## config.mk

```make
export PLATFORM = sky130hd
export DESIGN_NAME = serial_rx_buffer
export DESIGN_NICKNAME = d
export VERILOG_FILES = /design/src/rtl/serial_rx_pkg.sv /design/src/rtl/serial_rx_datapath.sv /design/src/rtl/serial_rx_control.sv /design/src/rtl/serial_rx_buffer.sv
export SDC_FILE = /design/constraint.sdc
export NUM_CORES = 1
export LEC_CHECK = 0
export ABC_AREA = 1
export BUFFER_PORTS_ARGS = -buffer_cell sky130_fd_sc_hd__buf_2
export CAP_MARGIN = 30
export CORE_MARGIN = 10
export CORE_UTILIZATION = 56
export CTS_BUF_LIST = sky130_fd_sc_hd__clkbuf_4 sky130_fd_sc_hd__clkbuf_8
export DETAILED_ROUTE_END_ITERATION = 6
export PLACE_DENSITY_LB_ADDON = 0.1
export SLEW_MARGIN = 20
export SYNTH_ARGS = -nofsm -noshare
export SYNTH_HDL_FRONTEND = slang
export SYNTH_HIERARCHICAL = 1
export SYNTH_SLANG_ARGS = --single-unit
```

## constraint.sdc

```tcl
create_clock -name clk -period 1.99 [get_ports clk]
set_clock_uncertainty 0.05 [all_clocks]
set_input_delay 0.0995 -clock clk [delete_from_list [all_inputs] [get_ports clk]]
set_output_delay 0.0995 -clock clk [all_outputs]
set_load 0.01 [all_outputs]
```

## src/rtl/serial_rx_pkg.sv

```systemverilog
package serial_rx_pkg;
  // Strobes from control to datapath, at most one action per kind per cycle
  typedef struct packed {
    logic push;
    logic pop;
    logic clear;
  } fifoCtl_t;

  localparam int SRC_LEVEL   = 0;
  localparam int SRC_ERROR   = 1;
  localparam int SRC_TIMEOUT = 2;
  localparam int NUM_SRC     = 3;

  localparam int ERR_OVERRUN = 0;
  localparam int ERR_FRAME   = 1;
  localparam int ERR_PARITY  = 2;
  localparam int ERR_BREAK   = 3;
  localparam int NUM_ERR     = 4;
endpackage

```

## src/rtl/serial_rx_datapath.sv

```systemverilog
module serial_rx_datapath
  import serial_rx_pkg::*;
#(
  parameter int DEPTH  = 16,
  parameter int DATA_W = 8,
  parameter int CNT_W  = $clog2(DEPTH + 1)
) (
  input  logic              clk,
  input  logic              rstN,
  input  fifoCtl_t          ctl,
  input  logic [DATA_W-1:0] wrData,
  output logic [DATA_W-1:0] rdData,
  output logic [CNT_W-1:0]  count,
  output logic              empty,
  output logic              full
);
  localparam int PTR_W = (DEPTH > 1) ? $clog2(DEPTH) : 1;
  localparam logic [PTR_W-1:0] LAST = PTR_W'(DEPTH - 1);

  logic [DATA_W-1:0] mem [DEPTH];
  logic [PTR_W-1:0]  wrPtr, rdPtr;

  function automatic logic [PTR_W-1:0] nextPtr(input logic [PTR_W-1:0] p);
    return (p == LAST) ? '0 : p + 1'b1;
  endfunction

  always_ff @(posedge clk) begin
    if (ctl.push) mem[wrPtr] <= wrData;
  end

  always_ff @(posedge clk or negedge rstN) begin
    if (!rstN) begin
      wrPtr <= '0;
      rdPtr <= '0;
      count <= '0;
    end else if (ctl.clear) begin
      wrPtr <= '0;
      rdPtr <= '0;
      count <= '0;
    end else begin
      if (ctl.push) wrPtr <= nextPtr(wrPtr);
      if (ctl.pop)  rdPtr <= nextPtr(rdPtr);
      case ({ctl.push, ctl.pop})
        2'b10:   count <= count + 1'b1;
        2'b01:   count <= count - 1'b1;
        default: count <= count;
      endcase
    end
  end

  assign rdData = mem[rdPtr];
  assign empty  = (count == '0);
  assign full   = (count == CNT_W'(DEPTH));
endmodule

```

## src/rtl/serial_rx_control.sv

```systemverilog
module serial_rx_control
  import serial_rx_pkg::*;
#(
  parameter int DEPTH         = 16,
  parameter int CNT_W         = $clog2(DEPTH + 1),
  parameter int TRIG_W        = 5,
  parameter int CHAR_BITS     = 10,
  parameter int TIMEOUT_CHARS = 4
) (
  input  logic               clk,
  input  logic               rstN,
  input  logic               rxEnable,
  input  logic               charValid,
  input  logic               charFrameErr,
  input  logic               charParityErr,
  input  logic               charBreak,
  input  logic               baudTick,
  input  logic               popReq,
  input  logic               fifoClear,
  input  logic [NUM_ERR-1:0] errClear,
  input  logic [NUM_SRC-1:0] irqEnable,
  input  logic [TRIG_W-1:0]  trigLevel,
  input  logic [CNT_W-1:0]   count,
  input  logic               empty,
  input  logic               full,
  output fifoCtl_t           ctl,
  output logic [NUM_SRC-1:0] irqStatus,
  output logic [NUM_ERR-1:0] errFlags,
  output logic               irq
);
  localparam int LIMIT = CHAR_BITS * TIMEOUT_CHARS;
  localparam int TMR_W = $clog2(LIMIT + 1);
  localparam int CMP_W = (CNT_W > TRIG_W) ? CNT_W : TRIG_W;

  logic               accept;
  logic [NUM_ERR-1:0] errSet;
  logic [TMR_W-1:0]   idleTmr;

  assign accept = rxEnable && charValid;

  always_comb begin
    ctl.clear = fifoClear;
    ctl.push  = accept && !full && !fifoClear;
    ctl.pop   = popReq && !empty && !fifoClear;
    errSet              = '0;
    errSet[ERR_OVERRUN] = accept && full;
    errSet[ERR_FRAME]   = accept && charFrameErr;
    errSet[ERR_PARITY]  = accept && charParityErr;
    errSet[ERR_BREAK]   = accept && charBreak;
  end

  always_ff @(posedge clk or negedge rstN) begin
    if (!rstN)          errFlags <= '0;
    else if (fifoClear) errFlags <= '0;
    else                errFlags <= (errFlags & ~errClear) | errSet;
  end

  // Idle timer: counts baud ticks while data waits untouched
  always_ff @(posedge clk or negedge rstN) begin
    if (!rstN)
      idleTmr <= '0;
    else if (fifoClear || ctl.push || ctl.pop || empty)
      idleTmr <= '0;
    else if (baudTick && idleTmr != TMR_W'(LIMIT))
      idleTmr <= idleTmr + 1'b1;
  end

  always_comb begin
    irqStatus              = '0;
    irqStatus[SRC_LEVEL]   = CMP_W'(count) >= CMP_W'(trigLevel);
    irqStatus[SRC_ERROR]   = |errFlags;
    irqStatus[SRC_TIMEOUT] = (idleTmr == TMR_W'(LIMIT)) && !empty;
    irq                    = |(irqStatus & irqEnable);
  end
endmodule

```

## src/rtl/serial_rx_buffer.sv

```systemverilog
module serial_rx_buffer
  import serial_rx_pkg::*;
#(
  parameter int DEPTH  = 16,
  parameter int DATA_W = 8,
  parameter int TRIG_W = 5,
  parameter int CNT_W  = $clog2(DEPTH + 1)
) (
  input  logic               clk,
  input  logic               rstN,
  input  logic               rxEnable,
  input  logic               charValid,
  input  logic [DATA_W-1:0]  charData,
  input  logic               charFrameErr,
  input  logic               charParityErr,
  input  logic               charBreak,
  input  logic               baudTick,
  input  logic               popReq,
  input  logic               fifoClear,
  input  logic [NUM_ERR-1:0] errClear,
  input  logic [NUM_SRC-1:0] irqEnable,
  input  logic [TRIG_W-1:0]  trigLevel,
  output logic               dataAvail,
  output logic [DATA_W-1:0]  popData,
  output logic [CNT_W-1:0]   fifoCount,
  output logic [NUM_SRC-1:0] irqStatus,
  output logic [NUM_ERR-1:0] errFlags,
  output logic               irq
);
  fifoCtl_t ctl;
  logic     empty, full;

  serial_rx_datapath #(.DEPTH(DEPTH), .DATA_W(DATA_W), .CNT_W(CNT_W)) u_dp (
    .clk(clk), .rstN(rstN), .ctl(ctl), .wrData(charData),
    .rdData(popData), .count(fifoCount), .empty(empty), .full(full)
  );

  serial_rx_control #(.DEPTH(DEPTH), .CNT_W(CNT_W), .TRIG_W(TRIG_W)) u_ctl (
    .clk(clk), .rstN(rstN), .rxEnable(rxEnable), .charValid(charValid),
    .charFrameErr(charFrameErr), .charParityErr(charParityErr), .charBreak(charBreak),
    .baudTick(baudTick), .popReq(popReq), .fifoClear(fifoClear), .errClear(errClear),
    .irqEnable(irqEnable), .trigLevel(trigLevel), .count(fifoCount), .empty(empty),
    .full(full), .ctl(ctl), .irqStatus(irqStatus), .errFlags(errFlags), .irq(irq)
  );

  assign dataAvail = !empty;
endmodule

```

# Word-level counts from Yosys, hierarchy flattened
# Memories as Yosys holds them, arrays and structs flattened.
# Cells that the tools add are included.
# totals
ff_bits	23
latchBits	0
ramBits	128
mem_bits_ro	0
input_bits	30
output_inout_bits	22
elab_cells	60
memories	1
# mem_list
memory	depth	width	read_ports	rd_clocked_by_memory_dff	write_ports	line	text
u_dp.mem	16	8	1	0	1	serial_rx_datapath.sv:20	logic [DATA_W-1:0] mem [DEPTH];
# op_classes
add_sub_neg	5
n_mul	0
div	0
magnitude_cmp	1
n_eq_ne	7
shift	0
n_mux	13
n_bitwise	4
n_reduce_logical	24
# op_table
op	count
$mux 4	7
$mux 6	2
$logic_and 1x1->1	11
$pmux 5 s2	1
$add 4x1->4 const B	2
$eq 4x4->1 const B	2
$add 6x1->6 const B	1
$eq 6x6->1 const B	1
$ne 6x6->1 const B	1
$reduce_bool 2->1	3
$add 5x1->5 const B	1
$eq 5x5->1 const B	1
$ge 5x5->1	1
$logic_not 5->1	1
$mux 5	1
$sub 5x1->5 const B	1
$and 4x4->4	1
$not 4->4	1
$or 4x4->4	1
$reduce_or 4->1	1
$and 3x3->3	1
$logic_not 1->1	3
$logic_or 1x1->1	3
$reduce_bool 3->1	1
other kinds (4)	5

# Depth between registers and ports, before layout
# Gate-level depths: netlist of run 1.
# logic_depth
ltp_word	8
depth_mapped	19
ltp_nobuf	18

# By module
# The synthesis of run 1 kept the hierarchy.
# modules_own_cells
module	instances	cells_per_inst	area_each_um2	seq_area_each_um2
serial_rx_datapath	1	493	5871.9	4169.0
serial_rx_control	1	118	800.8	250.2
serial_rx_buffer	1	1	3.8	0.0

# Worst setup path after synthesis of run 1
# No wires, ideal clock.
# synth_timing
kind	flip-flop to flip-flop
start	register u_dp.count[2]
end	memory u_dp.mem[7][0] (enable)
setup_ps	383
arrival_time_ps	1808
t_required_ps	1557
setup_slack_ps	-251
path_stages_with_launch	9
path_buffers	1
synth_period_minus_slack_ps	2241
path_cell_list	dfrtp_1 inv_1 nand3_1 nor2_1 nand3b_1 nor2_1 buf_2 nand2_1 nor3_1
# synth_rtl
element	line	text
start, declared	serial_rx_datapath.sv:13	output logic [CNT_W-1:0] count,
start signal, assigned	serial_rx_datapath.sv:44	2'b10: count <= count + 1'b1;
start signal, assigned	serial_rx_datapath.sv:45	2'b01: count <= count - 1'b1;
start signal, assigned	serial_rx_datapath.sv:46	default: count <= count;
end, declared	serial_rx_datapath.sv:20	

# Worst setup path after layout of run 1
# layout_timing
start	register u_dp.rdPtr[0]
end	output popData[4]
# layout_via
elab_chain_cells	1
# layout_lines
element	line	text
start, declared	serial_rx_datapath.sv:21	logic [PTR_W-1:0] wrPtr, rdPtr;
start signal, assigned	serial_rx_datapath.sv:42	if (ctl.pop) rdPtr <= nextPtr(rdPtr);
$mem_v2 16x8	--	
end, declared	serial_rx_buffer.sv:24	output logic [DATA_W-1:0] popData,
# Every way passes these cells.

==> results.sh, run 1 <==
export IMPL_gp_congestion=0.893
export IMPL_hold_viol_final=0
export IMPL_drc_errors=0
export IMPL_die_w_um=129
export IMPL_critPathRequiredTime_ps=1840
export IMPL_synth_top_family_by_area="simple AND/OR/NAND/NOR gates"
export IMPL_final_nets=764
export IMPL_startpoint_type="register"
export IMPL_first_pass_iters=7
export IMPL_synth_mux_area_share_pct=0
export IMPL_cts_tree="done"
export IMPL_clkSlewWorstSetupHoldPaths_ps=70
export IMPL_synth_top_area_share_pct=57.6
export IMPL_insertion_delay_ps=450
export IMPL_die_area_um2=16700
export IMPL_place_area_um2=7280
export IMPL_dp_final_hpwl_um=10400
export IMPL_setup_violations=94
export IMPL_power_density_nw_per_um2=970
export IMPL_worst_pin_slew_ps=550
export IMPL_core_area_um2=11600
export IMPL_avgViaCountPerCell=5.72
export IMPL_fin_crit_sh_pct=110
export IMPL_portBuffers=51
export IMPL_grt_first_pass_wirelength_um=25300
export IMPL_numCtsBuffers=17
export IMPL_stdcell_count=874
export IMPL_min_path_type="primary input to register"
export IMPL_num_vias=4995
export IMPL_p_leak_nw=3.18
export IMPL_yosys_area_top_type="edfxtp_1"
export IMPL_cts_root_buffer="clkbuf_8"
export IMPL_syn_inst=612
export IMPL_track_usage_pct=19.6
export IMPL_grt_max_degree=37
export IMPL_yosys_area_share_simple_pct=15.5
export IMPL_endpoint_kind="primary output"
export IMPL_grt_pass1_vias=4995
export IMPL_fin_ws_ps=-193
export IMPL_synth_compound_area_share_pct=10.2
export IMPL_syn_nets=656
export IMPL_yosysWarnings=6
export IMPL_htree_levels=4
export IMPL_ir_drop_v=0.000717
export IMPL_ys_seq_elements=151
export IMPL_cap_violations=0
export IMPL_violations="negative setup slack"
export IMPL_power_mw=8.01
export IMPL_rsz0062_at_grt="yes"
export IMPL_dr_first_iter_drc_count=559
export IMPL_min_period_ps=2180
export IMPL_arrival_ps=2030
export IMPL_maxSlewHeadroom_pct=63.3
export IMPL_grt_overflow_total=0
export IMPL_synth_cell_type_count=32
export IMPL_grt_antenna_before_repair=0
export IMPL_synth_seq_area_share_pct=66.2
export IMPL_die_h_um=129
export IMPL_routed_wl_um=16200
export IMPL_path_class="register to primary output"
export IMPL_syn_to_final_growth_pct=23.8
export IMPL_clockBufferDepth=2
export IMPL_initial_core_util_pct=57.7
export IMPL_antenna_cells=0
export IMPL_fmax_mhz=458
export IMPL_fin_area_um2=8260
export IMPL_io_pins=52
export IMPL_post_drt_wl_per_cell_um=18.6
export IMPL_rows=39
export IMPL_dp_slack_ps=-211
export IMPL_layout_drive_gt1_share_pct=28.0
export IMPL_synthAdderAreaFrac_pct=2.62
export IMPL_syn_cell_area_um2=6680
export IMPL_status="complete, but fails checks"
export IMPL_ant_nets=0
export IMPL_slew_viol_final=0
export IMPL_clock_sinks=151
export IMPL_synth_xor_xnor_area_share_pct=0.656
export IMPL_place_inst=816
export IMPL_synth_area_per_cell_um2=10.9
export IMPL_synth_area_leaders="edfxtp_1 58%, dfrtp_1 8.6%, nor2_1 6.3%, nand2_1 4.2%, o21ai_0 3.6%"
export IMPL_cp_max_fo=15
-- critical path, stage by stage, from the launching register on --
cell and delay, ps:
dfrtp_2 530, inv_6 160, buf_12 160, nor2_1 50, o211ai_1 250, nand3_1 190
nand3_1 100, buf_2 140
-- layout make-up --
class | count | area (um2)
Fill cell | 809 | 3300
Tap cell | 143 | 179
Sequential cell | 151 | 4420
Clock inverter | 8 | 35.0
Clock buffer | 22 | 272
Multi-Input combinational cell | 388 | 2240
Inverter | 50 | 208
Timing Repair Buffer | 112 | 908
-- state kept, by name, indices dropped and copies added (netlist names) --
signal          cells
u_dp/count          5
u_ctl/idleTmr       6
u_dp/mem          128
u_ctl/errFlags      4
u_dp/rdPtr          4
u_dp/wrPtr          4
-- cell usage in the layout, fill, tap and decap left out, drive strengths merged --
cell         count
nor3             3
edfxtp         128
xor2             4
nor2           115
nand2           78
o21bai           3
a31oi            1
nand4            4
dfrtp           23
o21ai           74
xnor2            1
o2bb2ai          1
o211ai          17
o31ai            1
buf             98
or2              4
dlygate4sd3     12
clkinv          10
nand3           44
o22ai           17
a21oi            6
inv             48
clkbuf          24
nand3b           1
ha              14
-- cells in the mapped netlist (all sizes together) --
master and count:
edfxtp 128, nor2 115, nand2 78, o21ai 74, inv 48, nand3 44
dfrtp 23, o211ai 17, o22ai 17, buf 16, ha 14, clkbuf 7
a21oi 6, nand4 4, or2 4, xor2 4, nor3 3, o21bai 3
clkinv 2, a31oi 1, nand3b 1, o2bb2ai 1, o31ai 1, xnor2 1
-- power by group --
group	internal [mW]	switching [mW]	leakage, nW
clock	0.887	1.02	0.167
sequential	3.51	0.0754	1.46
combinational	1.06	1.46	1.56
total	5.46	2.55	3.18
-- kinds of logic (layout without fill, tap and decap cells) --
group / count (synthesis) / after routing
AO/OA/AOI/OAI: 120 / 120
XOR/XNOR: 5 / 5
adder cells (fa/ha/maj): 14 / 14
buffers and inverters: 73 / 192
flip-flops: 151 / 151
AND/OR/NAND/NOR: 249 / 249
-- repair_timing --
| action | in CTS | in global routing |
|---|---|---|
| resized for setup | 48 | 55 |
| hold buffers | 12 | 0 |
| gates cloned | 1 | 4 |
| pin swaps | 11 | 37 |
| buffers inserted | 9 | 6 |
| hold endpoints to repair | 48 | 0 |
| setup endpoints to repair | 124 | 150 |
-- layer usage --
metal  up-vias  global-route usage, %  share of wire (%)
li1       2362                      -                  -
met1      2403                   24.2                 40
met2       205                   32.7                 50
met3        25                   4.49                7.6
met4         0                   8.03                1.8
met5         -                      0                  0
-- final timing paths --
kind	to	startpoint	slack, ps	cells after the start
setup / recovery	popData[4]	u_dp/rdPtr[0]	-190	7
hold / removal	u_dp/mem[8][1]	charData[1]	6	1
setup reg to reg	u_dp/mem[5][7]	u_dp/count[3]	-120	7
hold reg to reg	u_ctl/idleTmr[4]	u_ctl/idleTmr[4]	500	2
max in group asynchronous	u_dp/count[3]	rstN	1370	2
min in group asynchronous	u_ctl/errFlags[1]	rstN	120	2
-- through the flow --
step / TNS [ps] / util, % / hold WS [ps]
final: -6420 / 71.4 / 6.45
after detailed placement: -16090 / 63.0 / 63.1
after CTS: -1510 / 68.9 / 0.502
after global routing: -16960 / 71.4 / 3.34
after floorplan: -48.1 / - / -246
after global placement: -7050 / 63.0 / 58.5
Power figures use the tool's default switching activity.
==> inputs of run 2 (changes only) <==
- SKIP_LAST_GASP: default -> 1
==> run 2 against run 1 <==
Compared with the run above: the flow still finishes with violations (negative setup slack); register-to-register slack about the same; design area shrank 1.7%; total power shrank 2.2%; critical path depth stayed put; core utilization decreased by 1.2 points; critical path type is now register to register; critical endpoint is now u_dp/mem[5][7]; largest power group unchanged.
==> results.sh, run 2 (synthesis gave the netlist of run 1 again) <==
export IMPL_status="complete, but fails checks"
export IMPL_violations="negative setup slack"
export IMPL_numCtsBuffers=17
export IMPL_grt_use_met1_pct=24.2
export IMPL_dr_first_iter_drc_count=506
export IMPL_first_pass_iters=5
export IMPL_layout_common_cells="128 x edfxtp_1, 93 x nor2_1, 69 x nand2_1"
export IMPL_layout_drive_gt1_share_pct=26.0
export IMPL_antenna_cells=0
export IMPL_grt_max_degree=37
export IMPL_p_leak_nw=3.12
export IMPL_fmax_mhz=472
export IMPL_gp_congestion=0.893
export IMPL_insertion_delay_ps=440
export IMPL_clkSlewWorstSetupHoldPaths_ps=70
export IMPL_ir_drop_v=0.000717
export IMPL_die_h_um=129
export IMPL_cap_violations=0
export IMPL_endpoint_kind="register"
export IMPL_ant_nets=0
export IMPL_grt_first_pass_wirelength_um=25200
export IMPL_post_drt_wl_per_cell_um=18.3
export IMPL_cp_max_fo=8
export IMPL_initial_core_util_pct=57.7
export IMPL_arrival_ps=2170
export IMPL_grt_pass1_vias=4997
export IMPL_drc_errors=0
export IMPL_met3_usage_pct=4.53
export IMPL_fin_crit_sh_pct=107
export IMPL_die_w_um=129
export IMPL_final_nets=760
export IMPL_dp_final_hpwl_um=10400
export IMPL_setup_violations=98
export IMPL_clockBufferDepth=2
export IMPL_stdcell_count=870
export IMPL_avgViaCountPerCell=5.70
export IMPL_rsz0062_at_grt="yes"
export IMPL_largest_register_ff_count=128
export IMPL_final_common_cell="edfxtp_1"
export IMPL_grt_overflow_total=0
export IMPL_largest_registers="u_dp/mem: 128 flops, u_ctl/idleTmr: 6 flops, u_dp/count: 5 flops"
export IMPL_worst_pin_slew_ps=554
export IMPL_maxSlewHeadroom_pct=63.1
export IMPL_syn_to_final_growth_pct=21.7
export IMPL_power_mw=7.84
export IMPL_fin_ws_ps=-131
export IMPL_place_inst=816
export IMPL_num_vias=4957
export IMPL_io_pins=52
export IMPL_grt_antenna_before_repair=0
export IMPL_power_density_nw_per_um2=965
export IMPL_core_area_um2=11600
export IMPL_top_register="u_dp/mem"
export IMPL_slew_viol_final=0
export IMPL_cts_tree="done"
export IMPL_path_class="register to register"
export IMPL_rows=39
export IMPL_routed_wl_um=15900
export IMPL_timing_hold_ws_ps=20.2
export IMPL_min_period_ps=2120
export IMPL_cts_root_buffer="clkbuf_8"
export IMPL_min_path_type="primary input to register"
export IMPL_clock_sinks=151
export IMPL_htree_levels=4
export IMPL_startpoint_type="register"
export IMPL_die_area_um2=16700
export IMPL_grt_use_met2_pct=32.6
export IMPL_busiest_layer="met2"
export IMPL_track_usage_pct=19.6
export IMPL_critPathRequiredTime_ps=2040
export IMPL_hold_viol_final=0
export IMPL_fill_cells=829
export IMPL_portBuffers=51
==> run 2: cell count changes in the layout (fill, tap and decap cells not counted), moves of 2 or more <==
cell     previous run  this run
o21ai_1            29        23
nand3_2            10         8
o21ai_2             9         5
nor2_1             87        93
buf_4              33        35
nor2_2             12         6
buf_2              48        51
buf_6              10         3
nand3_1            34        36
o21ai_0            36        46
==> run 2: power breakdown <==
part | leakage (nW) | switching, mW | total, mW | internal (mW)
Clock | 0.167 | 1.01 | 1.90 | 0.887
Sequential | 1.46 | 0.0644 | 3.57 | 3.51
Combinational | 1.49 | 1.41 | 2.37 | 0.958
==> run 2: worst max-delay path, cell delays in order (launching register included) <==
cell      delay (ps)
dfrtp_2          390
nor2_4            40
nand3_2           80
nor2_2            50
nand3b_1         200
nor2_4           230
nand2_1          280
nor2_2           460
==> run 2: what timing repair did <==
item	in CTS	in global routing
resized for setup	36	39
setup endpoints to repair	124	147
cloned	1	1
endpoints found under the hold margin	48	0
setup buffers	9	5
pin swaps	9	22
hold buffers	12	0
==> run 2: final timing paths <==
path	cells after the start	from	slack [ps]	end
min in group asynchronous	2	rstN	130	u_ctl/errFlags[1]
min	1	charData[1]	20	u_dp/mem[8][1]
min reg2reg	2	u_ctl/idleTmr[4]	500	u_ctl/idleTmr[4]
max reg2reg	7	u_dp/count[3]	-130	u_dp/mem[5][7]
max	7	u_dp/count[3]	-130	u_dp/mem[5][7]
max in group asynchronous	2	rstN	1360	u_dp/count[3]
==> run 2: through the flow <==
stage / setup slack, ps / cell area, um2 / setup TNS, ps / util, %
6_report: -131 / 8120 / -6820 / 70.2
5_1_grt: -258 / 8120 / -17570 / 70.2
4_1_cts: -156 / 7920 / -1950 / 68.5
3_5_place_dp: -211 / 7280 / -16090 / 63.0
3_3_place_gp: -117 / 7280 / -7050 / 63.0
2_1_floorplan: -48.1 / 6730 / -48.1 / -
==> run 2: area by class of cell <==
type	count	area (um2)	area share [%]
Clock buffer	22	272	3.34
Tap cell	143	179	2.20
Inverter	50	208	2.56
Sequential cell	151	4420	54.5
Multi-Input combinational cell	388	2190	27.0
Timing Repair Buffer	108	815	10.0
Clock inverter	8	35.0	0.431
==> run 2: metal layers <==
metal	part of all wire [%]	wire length [um]
met2	50	7950
met3	5.9	942
met1	42	6730
met4	1.9	301
met5	0	0
==> inputs of run 3 (changes only) <==
- CORE_UTILIZATION: 56 -> 35
==> run 3 against run 2 <==
Compared with the run above: sequential share of layout area down 5.8 points; flip-flop and latch count unchanged; final cell count up 15%; critical path type is now register to primary output; fmax down 2.2%; non-clock buffer count up 34; highest routed layer unchanged; worst hold slack better by 6.3 ps; the run still ends with negative setup slack left; global-route usage down 4.5 points.
==> results.sh, run 3 (synthesis gave the netlist of run 1 again) <==
export IMPL_die_w_um=158
export IMPL_fmax_mhz=461
export IMPL_syn_to_final_growth_pct=36.4
export IMPL_clkSlewWorstSetupHoldPaths_ps=80
export IMPL_p_sw_share_pct=30.4
export IMPL_min_period_ps=2170
export IMPL_largest_register_ff_count=128
export IMPL_timing_hold_ws_ps=26.5
export IMPL_place_inst=916
export IMPL_first_pass_iters=5
export IMPL_num_vias=5140
export IMPL_critPathRequiredTime_ps=1840
export IMPL_drc_errors=0
export IMPL_place_area_um2=7500
export IMPL_grt_overflow_total=0
export IMPL_rrSetupSlack_ps=-150
export IMPL_portBuffers=51
export IMPL_layout_drive_gt1_share_pct=35.5
export IMPL_path_class="register to primary output"
export IMPL_fill_cells=1673
export IMPL_violations="negative setup slack"
export IMPL_grt_pass1_vias=5064
export IMPL_status="complete, but fails checks"
export IMPL_rows=50
export IMPL_fin_area_um2=9110
export IMPL_die_h_um=158
export IMPL_cap_violations=0
export IMPL_numCtsBuffers=17
export IMPL_grt_max_degree=30
export IMPL_min_path_type="primary input to register"
export IMPL_maxSlewHeadroom_pct=61.5
export IMPL_worst_pin_slew_ps=578
export IMPL_final_common_cell="edfxtp_1"
export IMPL_p_int_mw=6.44
export IMPL_gp_congestion=0.818
export IMPL_rsz0062_at_grt="yes"
export IMPL_setup_violations=12
export IMPL_pwr_share_seq_pct=38.7
export IMPL_p_leak_nw=3.54
export IMPL_layout_common_cells="128 x edfxtp_1, 79 x nor2_1, 64 x nand2_1"
export IMPL_core_area_um2=18700
export IMPL_seq_area_um2=4430
export IMPL_die_area_um2=25000
export IMPL_initial_core_util_pct=35.7
export IMPL_cts_tree="done"
export IMPL_stdcell_count=997
export IMPL_clockBufferDepth=2
export IMPL_avgViaCountPerCell=5.16
export IMPL_cts_root_buffer="clkbuf_8"
export IMPL_antenna_cells=0
export IMPL_insertion_delay_ps=440
export IMPL_p_sw_mw=2.82
export IMPL_ir_drop_v=0.000443
export IMPL_multi_input_area_um2=2420
export IMPL_track_usage_pct=15.1
export IMPL_post_drt_wl_per_cell_um=19.0
export IMPL_ant_nets=0
export IMPL_startpoint_type="register"
export IMPL_grt_antenna_before_repair=0
export IMPL_final_nets=794
export IMPL_routed_wl_um=19000
export IMPL_clock_sinks=151
export IMPL_io_pins=52
export IMPL_pwr_share_clk_pct=28.6
export IMPL_slowest_stage="dfrtp_2"
export IMPL_arrival_ps=2020
export IMPL_worst_path_largest_cell_delay_ps=490
export IMPL_cp_max_fo=8
export IMPL_dr_first_iter_drc_count=288
export IMPL_fin_tns_setup_ps=-1500
export IMPL_crit_chain="clkinv_4, buf_12, buf_6, nor2_2, o211ai_1, nand3_2, nand3_2, buf_6"
export IMPL_htree_levels=4
export IMPL_largest_registers="u_dp/mem: 128 flops, u_ctl/idleTmr: 6 flops, u_dp/count: 5 flops"
export IMPL_top_register="u_dp/mem"
export IMPL_comb_power_share_pct=32.7
export IMPL_slew_viol_final=0
export IMPL_power_density_nw_per_um2=1020
export IMPL_grt_first_pass_wirelength_um=28400
export IMPL_fin_crit_sh_pct=109
export IMPL_fin_ws_ps=-178
export IMPL_dp_final_hpwl_um=11700
export IMPL_endpoint_kind="primary output"
export IMPL_hold_viol_final=0
==> run 3: power groups by stage <==
| stage | sequential [mW] | combinational, mW | clock (mW) |
|---|---|---|---|
| floorplan | 3.69 | 1.17 | 0 |
| global placement | 3.63 | 2.13 | 0 |
| detailed placement | 3.63 | 2.14 | 0 |
| CTS | 3.57 | 2.57 | 2.71 |
| global route | 3.59 | 3.30 | 2.84 |
| finish | 3.58 | 3.03 | 2.65 |
==> run 3: area by class of cell <==
class,count,area share [%]
multi-input cells,388,26.6
repair buffers,142,14.2
clock buffers,25,3.43
flip-flops and latches,151,48.6
clock inverters,7,1.55
inverters,50,2.39
well taps,234,3.21
==> run 3: repair_timing <==
item,4_1_cts,5_1_grt
endpoints found under the hold margin,33,0
hold buffers,11,0
gates cloned,3,5
setup endpoints to repair,126,93
setup buffers,24,14
resized for setup,64,99
pin swaps,26,55
==> run 3: path summary, 6_finish.rpt <==
path / start / to / depth (start not counted)
max in group asynchronous: rstN / u_dp/rdPtr[1] / 2
hold reg to reg: u_ctl/idleTmr[4] / u_ctl/idleTmr[4] / 2
setup / recovery: u_dp/rdPtr[0] / popData[2] / 8
setup reg to reg: u_dp/count[0] / u_dp/count[4] / 19
min in group asynchronous: rstN / u_ctl/errFlags[1] / 2
hold / removal: charData[0] / u_dp/mem[5][0] / 1
==> run 3: routing by layer <==
metal	GRT usage, %	wire length, um
met3	3.93	1380
met5	0	0
met4	4.72	278
met2	24.1	9160
met1	19.6	8130
==> run 3: critical path, delay by kind of cell, from the launching register on <==
family                 cells  cell delay, ps
and+or+nand+nor            3             320
buffers and inverters      4             520
AOI/OAI and AO/OA          1             250
DFF                        1             490
==> run 3: metrics by stage <==
step,worst slack (ps),utilization [%],power (mW)
after floorplan,-48.1,-,4.86
after global routing,-336,48.7,9.73
after detailed placement,-316,40.1,5.78
final,-178,48.7,9.26
after CTS,-186,45.9,8.85
after global placement,-275,40.1,5.77
